--- src/rtl/keypad_pkg.sv ---
package keypad_pkg;
    localparam int KP_LINES = 4;
    typedef logic [KP_LINES-1:0] line_t;
    localparam line_t LINES_IDLE = '1;
    localparam line_t SEL_FIRST  = line_t'(1);
endpackage

--- src/rtl/kp_step_timer.sv ---
module kp_step_timer #(
    parameter int STEP_CYCLES = 500
) (
    input  logic clk,
    input  logic rst,
    output logic tick
);
    localparam int CW = (STEP_CYCLES > 2) ? $clog2(STEP_CYCLES) : 1;
    localparam logic [CW-1:0] LAST = CW'(STEP_CYCLES - 1);

    typedef struct packed {
        logic [CW-1:0] cnt;
    } tmr_t;

    tmr_t tmr_d, tmr_q;

    assign tick = (tmr_q.cnt == LAST);

    always_comb begin
        tmr_d = tmr_q;
        if (tick) begin
            tmr_d.cnt = '0;
        end else begin
            tmr_d.cnt = tmr_q.cnt + CW'(1);
        end
    end

    always_ff @(posedge clk) begin
        if (rst) begin
            tmr_q <= '0;
        end else begin
            tmr_q <= tmr_d;
        end
    end
endmodule

--- src/rtl/kp_col_ring.sv ---
module kp_col_ring
    import keypad_pkg::*;
(
    input  logic  clk,
    input  logic  rst,
    input  logic  advance,
    output line_t sel
);
    typedef struct packed {
        line_t ring;
    } ring_t;

    ring_t ring_d, ring_q;

    assign sel = ring_q.ring;

    always_comb begin
        ring_d = ring_q;
        if (advance) begin
            ring_d.ring[0] = ring_q.ring[KP_LINES-1];
            for (int i = 1; i < KP_LINES; i++) begin
                ring_d.ring[i] = ring_q.ring[i-1];
            end
        end
    end

    always_ff @(posedge clk) begin
        if (rst) begin
            ring_q.ring <= SEL_FIRST;
        end else begin
            ring_q <= ring_d;
        end
    end
endmodule

--- src/rtl/kp_key_decode.sv ---
module kp_key_decode
    import keypad_pkg::*;
#(
    parameter int CODE_W = 8
) (
    input  line_t             col_code,
    input  line_t             row_code,
    output logic              hit,
    output logic [CODE_W-1:0] code
);
    always_comb begin
        hit  = 1'b1;
        code = '0;
        case (col_code)
            4'b0111: begin
                if      (row_code == 4'b0111) code = CODE_W'(1);
                else if (row_code == 4'b1011) code = CODE_W'(4);
                else if (row_code == 4'b1101) code = CODE_W'(7);
                else if (row_code == 4'b1110) code = CODE_W'(10);
                else                          hit  = 1'b0;
            end
            4'b1011: begin
                if      (row_code == 4'b0111) code = CODE_W'(2);
                else if (row_code == 4'b1011) code = CODE_W'(5);
                else if (row_code == 4'b1101) code = CODE_W'(8);
                else if (row_code == 4'b1110) code = CODE_W'(0);
                else                          hit  = 1'b0;
            end
            4'b1101: begin
                if      (row_code == 4'b0111) code = CODE_W'(3);
                else if (row_code == 4'b1011) code = CODE_W'(6);
                else if (row_code == 4'b1101) code = CODE_W'(9);
                else if (row_code == 4'b1110) code = CODE_W'(11);
                else                          hit  = 1'b0;
            end
            4'b1110: begin
                if      (row_code == 4'b0111) code = CODE_W'(12);
                else if (row_code == 4'b1011) code = CODE_W'(13);
                else if (row_code == 4'b1101) code = CODE_W'(14);
                else if (row_code == 4'b1110) code = CODE_W'(15);
                else                          hit  = 1'b0;
            end
            default: begin
                hit = 1'b0;
            end
        endcase
    end
endmodule

--- src/rtl/keypad_scanner.sv ---
module keypad_scanner
    import keypad_pkg::*;
#(
    parameter int STEP_CYCLES = 500,
    parameter int CODE_W      = 8
) (
    input  logic              clk,
    input  logic              rst,
    input  logic [3:0]        row_in,
    output logic [3:0]        col_drive,
    output logic [CODE_W-1:0] key_code
);
    typedef struct packed {
        line_t             rows;
        line_t             cols;
        logic [CODE_W-1:0] code;
    } samp_t;

    samp_t samp_d, samp_q;

    logic              step_tick;
    line_t             col_sel;
    logic              dec_hit;
    logic [CODE_W-1:0] dec_code;

    kp_step_timer #(
        .STEP_CYCLES(STEP_CYCLES)
    ) u_timer (
        .clk (clk),
        .rst (rst),
        .tick(step_tick)
    );

    kp_col_ring u_ring (
        .clk    (clk),
        .rst    (rst),
        .advance(step_tick),
        .sel    (col_sel)
    );

    kp_key_decode #(
        .CODE_W(CODE_W)
    ) u_decode (
        .col_code(samp_q.cols),
        .row_code(samp_q.rows),
        .hit     (dec_hit),
        .code    (dec_code)
    );

    assign col_drive = ~col_sel;
    assign key_code  = samp_q.code;

    always_comb begin
        samp_d = samp_q;
        if (step_tick) begin
            samp_d.rows = row_in;
            samp_d.cols = col_drive;
            if (dec_hit) begin
                samp_d.code = dec_code;
            end
        end
    end

    always_ff @(posedge clk) begin
        if (rst) begin
            samp_q.rows <= LINES_IDLE;
            samp_q.cols <= ~SEL_FIRST;
            samp_q.code <= '0;
        end else begin
            samp_q <= samp_d;
        end
    end
endmodule

--- config.mk ---
export PLATFORM = sky130hd
export DESIGN_NAME = keypad_scanner
export DESIGN_NICKNAME = d
export VERILOG_FILES = /design/src/rtl/keypad_pkg.sv /design/src/rtl/kp_step_timer.sv /design/src/rtl/kp_col_ring.sv /design/src/rtl/kp_key_decode.sv /design/src/rtl/keypad_scanner.sv
export SDC_FILE = /design/constraint.sdc
export NUM_CORES = 1
export LEC_CHECK = 0
export ABC_AREA = 0
export ABC_CLOCK_PERIOD_IN_PS = 1500
export BUFFER_PORTS_ARGS = -buffer_cell sky130_fd_sc_hd__buf_2
export CORE_MARGIN = 4
export CORE_UTILIZATION = 51
export CTS_CLUSTER_SIZE = 24
export DETAILED_ROUTE_END_ITERATION = 7
export PLACE_DENSITY = 0.72
export SYNTH_ARGS = -nofsm -noshare
export SYNTH_HDL_FRONTEND = slang
export SYNTH_SLANG_ARGS = --single-unit
--- constraint.sdc ---
create_clock -name clk -period 1.5 [get_ports clk]
set_clock_uncertainty 0.1 [all_clocks]
set_input_delay 0.075 -clock clk [delete_from_list [all_inputs] [get_ports clk]]
set_output_delay 0.075 -clock clk [all_outputs]
set_load 0.05 [all_outputs]
==> impl_metrics.env <==
export IMPL_status="complete, but fails checks"
export IMPL_violations="negative setup slack"
export IMPL_n_antenna_cell=0
export IMPL_antenna_found_initial=0
export IMPL_fin_tns_setup_ps=-566
export IMPL_drc_errors=0
export IMPL_grt_overflow=0
export IMPL_cp_slowest_stage_delay_ps=480
export IMPL_fp_dieH_um=60.9
export IMPL_dp_hpwl_mm=2.29
export IMPL_hold_violations=0
export IMPL_grt_pass1_wl_mm=5.06
export IMPL_syn_avg_cell_area_um2=8.70
export IMPL_maxSlewViolCount=0
export IMPL_numPortBuffers=13
export IMPL_synth_edf_count=0
export IMPL_grt_max_degree=26
export IMPL_io_pins=18
export IMPL_fin_crit_sh=1.07
export IMPL_die_x_um=60.9
export IMPL_ir_worst_vdd_mv=0.561
export IMPL_cts_tree="yes"
export IMPL_leakage_nw=0.702
export IMPL_grt_use_total=0.180
export IMPL_cp_endpoint="key_code[0]$_SDFFE_PP0P_"
export IMPL_arrival_ps=1740
export IMPL_min_period_ps=1600
export IMPL_crit_path_end_kind="register"
export IMPL_num_vias=1271
export IMPL_nNetsFinal=201
export IMPL_crit_chain="buf_12, xnor2_1, or4_4, a311oi_2"
export IMPL_async_reset_ff_frac=0
export IMPL_clock_path_buffers=2
export IMPL_crit_slowest_cell="or4_4"
export IMPL_drive_gt1_frac=0.358
export IMPL_crit_start="samp_q[9]$_SDFFE_PP1P_"
export IMPL_clkLatencyLatePin_ps=320
export IMPL_placed_cell_area_mm2=0.00158
export IMPL_synth_seq_area_share=0.351
export IMPL_die_area_mm2=0.00371
export IMPL_cp_data_required_time_ps=1640
export IMPL_setup_viol=15
export IMPL_crit_buf_inv=1
export IMPL_firstDrtPassIters=4
export IMPL_start_util=0.556
export IMPL_rsz0062_at_grt="yes"
export IMPL_grt_pass1_vias=1201
export IMPL_regToRegEndpoint="key_code[0]$_SDFFE_PP0P_"
export IMPL_ys_warn_count=0
export IMPL_p_per_area_mw_per_mm2=601
export IMPL_r2r_start="samp_q[9]$_SDFFE_PP1P_"
export IMPL_maxCapViolCount=0
export IMPL_hp_start="rst"
export IMPL_drt_total_wl_mm=3.15
export IMPL_cp_depth=4
export IMPL_synth_distinct_cells=45
export IMPL_root_buffer="clkbuf_4"
export IMPL_clk_pin_slew_ps=150
export IMPL_netlist_area_mm2=0.00143
export IMPL_crit_fanout=7
export IMPL_min_path_type="input pin to register"
export IMPL_cts_buffers=3
export IMPL_area_growth_pct=22.3
export IMPL_worst_slack_ps=-99.3
export IMPL_ant_nets=0
export IMPL_path_delay_family="simple AND/OR/NAND/NOR gates"
export IMPL_gp_congestion=0.793
export IMPL_rows=18
export IMPL_via_per_inst=5.70
export IMPL_start_kind="register"
export IMPL_ys_flop_type="dfxtp_1"
export IMPL_r2r_setup_slack_ps=-100
export IMPL_cts_sinks=25
export IMPL_wire_per_inst_um=14.1
export IMPL_whs_ps=102
export IMPL_first_iter_violations=88
export IMPL_ff2ff_path_depth=4
export IMPL_final_area_mm2=0.00175
export IMPL_timing_fmax_ghz=0.625
export IMPL_core_area_mm2=0.00257
export IMPL_synthCells=164
export IMPL_path_class="register to register"
export IMPL_holdPathStages=2
export IMPL_yosys_register_bits=25
export IMPL_htree_num_levels=1
-- stage by stage --
stage           util  std cells  power [mW]  setup WS, ps
2_1_floorplan      -        167       0.746          13.2
3_3_place_gp   0.614        211       0.757         -70.8
3_5_place_dp   0.614        211       0.760          -209
4_1_cts        0.648        220        1.07          -102
5_1_grt        0.680        223        1.10          -163
6_report       0.680        223        1.05         -99.3
-- cells by family after synthesis --
kind of cell | share of synthesized area
simple gates | 0.287
compound gates | 0.149
buf+inv | 0.122
flops | 0.351
xor+xnor | 0.0798
fa+ha+maj | 0.00876
other cells | 0.00263
-- synth_stat cells (4+ instances only) --
| cell | instances | area share |
|---|---|---|
| a21oi_1 | 6 | 0.021 |
| a31oi_1 | 5 | 0.022 |
| buf_2 | 4 | 0.014 |
| buf_4 | 12 | 0.063 |
| dfxtp_1 | 25 | 0.35 |
| inv_1 | 5 | 0.013 |
| nand2_1 | 19 | 0.050 |
| nand4b_1 | 5 | 0.031 |
| nor2_1 | 6 | 0.016 |
| nor3_1 | 11 | 0.039 |
| xnor2_1 | 10 | 0.061 |
-- how the worst min path moves through the flow --
| stage | slack, ps | end |
|---|---|---|
| finish | 100 | u_timer.tmr_q[8]$_SDFF_PP0_ |
| global route | 100 | u_timer.tmr_q[8]$_SDFF_PP0_ |
| CTS | 80 | u_timer.tmr_q[8]$_SDFF_PP0_ |
| detailed placement | 190 | samp_q[15]$_SDFFE_PP1P_ |
| global placement | 190 | samp_q[13]$_SDFFE_PP1P_ |
| floorplan | 100 | samp_q[13]$_SDFFE_PP1P_ |
-- sequential cells by signal, indices dropped and copies added (netlist names) --
| register | cells |
|---|---|
| key_code | 4 |
| u_ring.sel | 4 |
| u_timer.tmr_q | 9 |
| samp_q | 8 |
-- final cells by class --
| type | instances | area (um^2) |
|---|---|---|
| well taps | 30 | 37.5 |
| multi-input cells | 116 | 817 |
| clock inverters | 1 | 7.51 |
| repair buffers | 43 | 320 |
| flip-flops and latches | 25 | 523 |
| fillers | 211 | 821 |
| clock buffers | 3 | 22.5 |
| inverters | 5 | 18.8 |
-- repair_timing --
item | CTS | global route
pin swaps | 1 | 4
hold endpoints to repair | 4 | 0
buffers inserted | 0 | 3
gates resized for setup | 6 | 17
setup endpoints to repair | 18 | 24
gates cloned | 1 | 0
hold buffers | 4 | 0
-- power by group --
group	switching, mW	internal (mW)	total (mW)
Combinational	0.0458	0.0328	0.0786
Clock	0.200	0.102	0.301
Sequential	0.00569	0.665	0.670
Total	0.251	0.799	1.05
-- placed cells by master (no fill, tap or decap), types with 2 or more instances in the layout --
master and count:
nand3b_1 3, nand3_1 2, dlygate4sd3_1 4, o211ai_1 2, nand2_1 18, a31oi_1 5, buf_4 23, conb_1 4
nor2_1 5, nand2b_1 3, clkbuf_4 3, buf_6 2, buf_2 13, dfxtp_4 4, dfxtp_1 15, nand4b_1 5
nor3b_1 2, nand4bb_1 2, xor2_1 3, and2b_2 2, a21oi_1 6, a211oi_2 3, nand4_1 3, nor3_1 11
inv_1 5, a211o_1 3, xnor2_1 10, dfxtp_2 6
-- metal layers --
metal	global-route usage	part of all wire	up-vias
met3	0.0340	0.038	6
met2	0.324	0.53	23
met4	0.0681	0.015	0
met1	0.211	0.42	603
li1	-	-	639
met5	0	0	-
No activity file was read; power rests on OpenSTA's default activity.
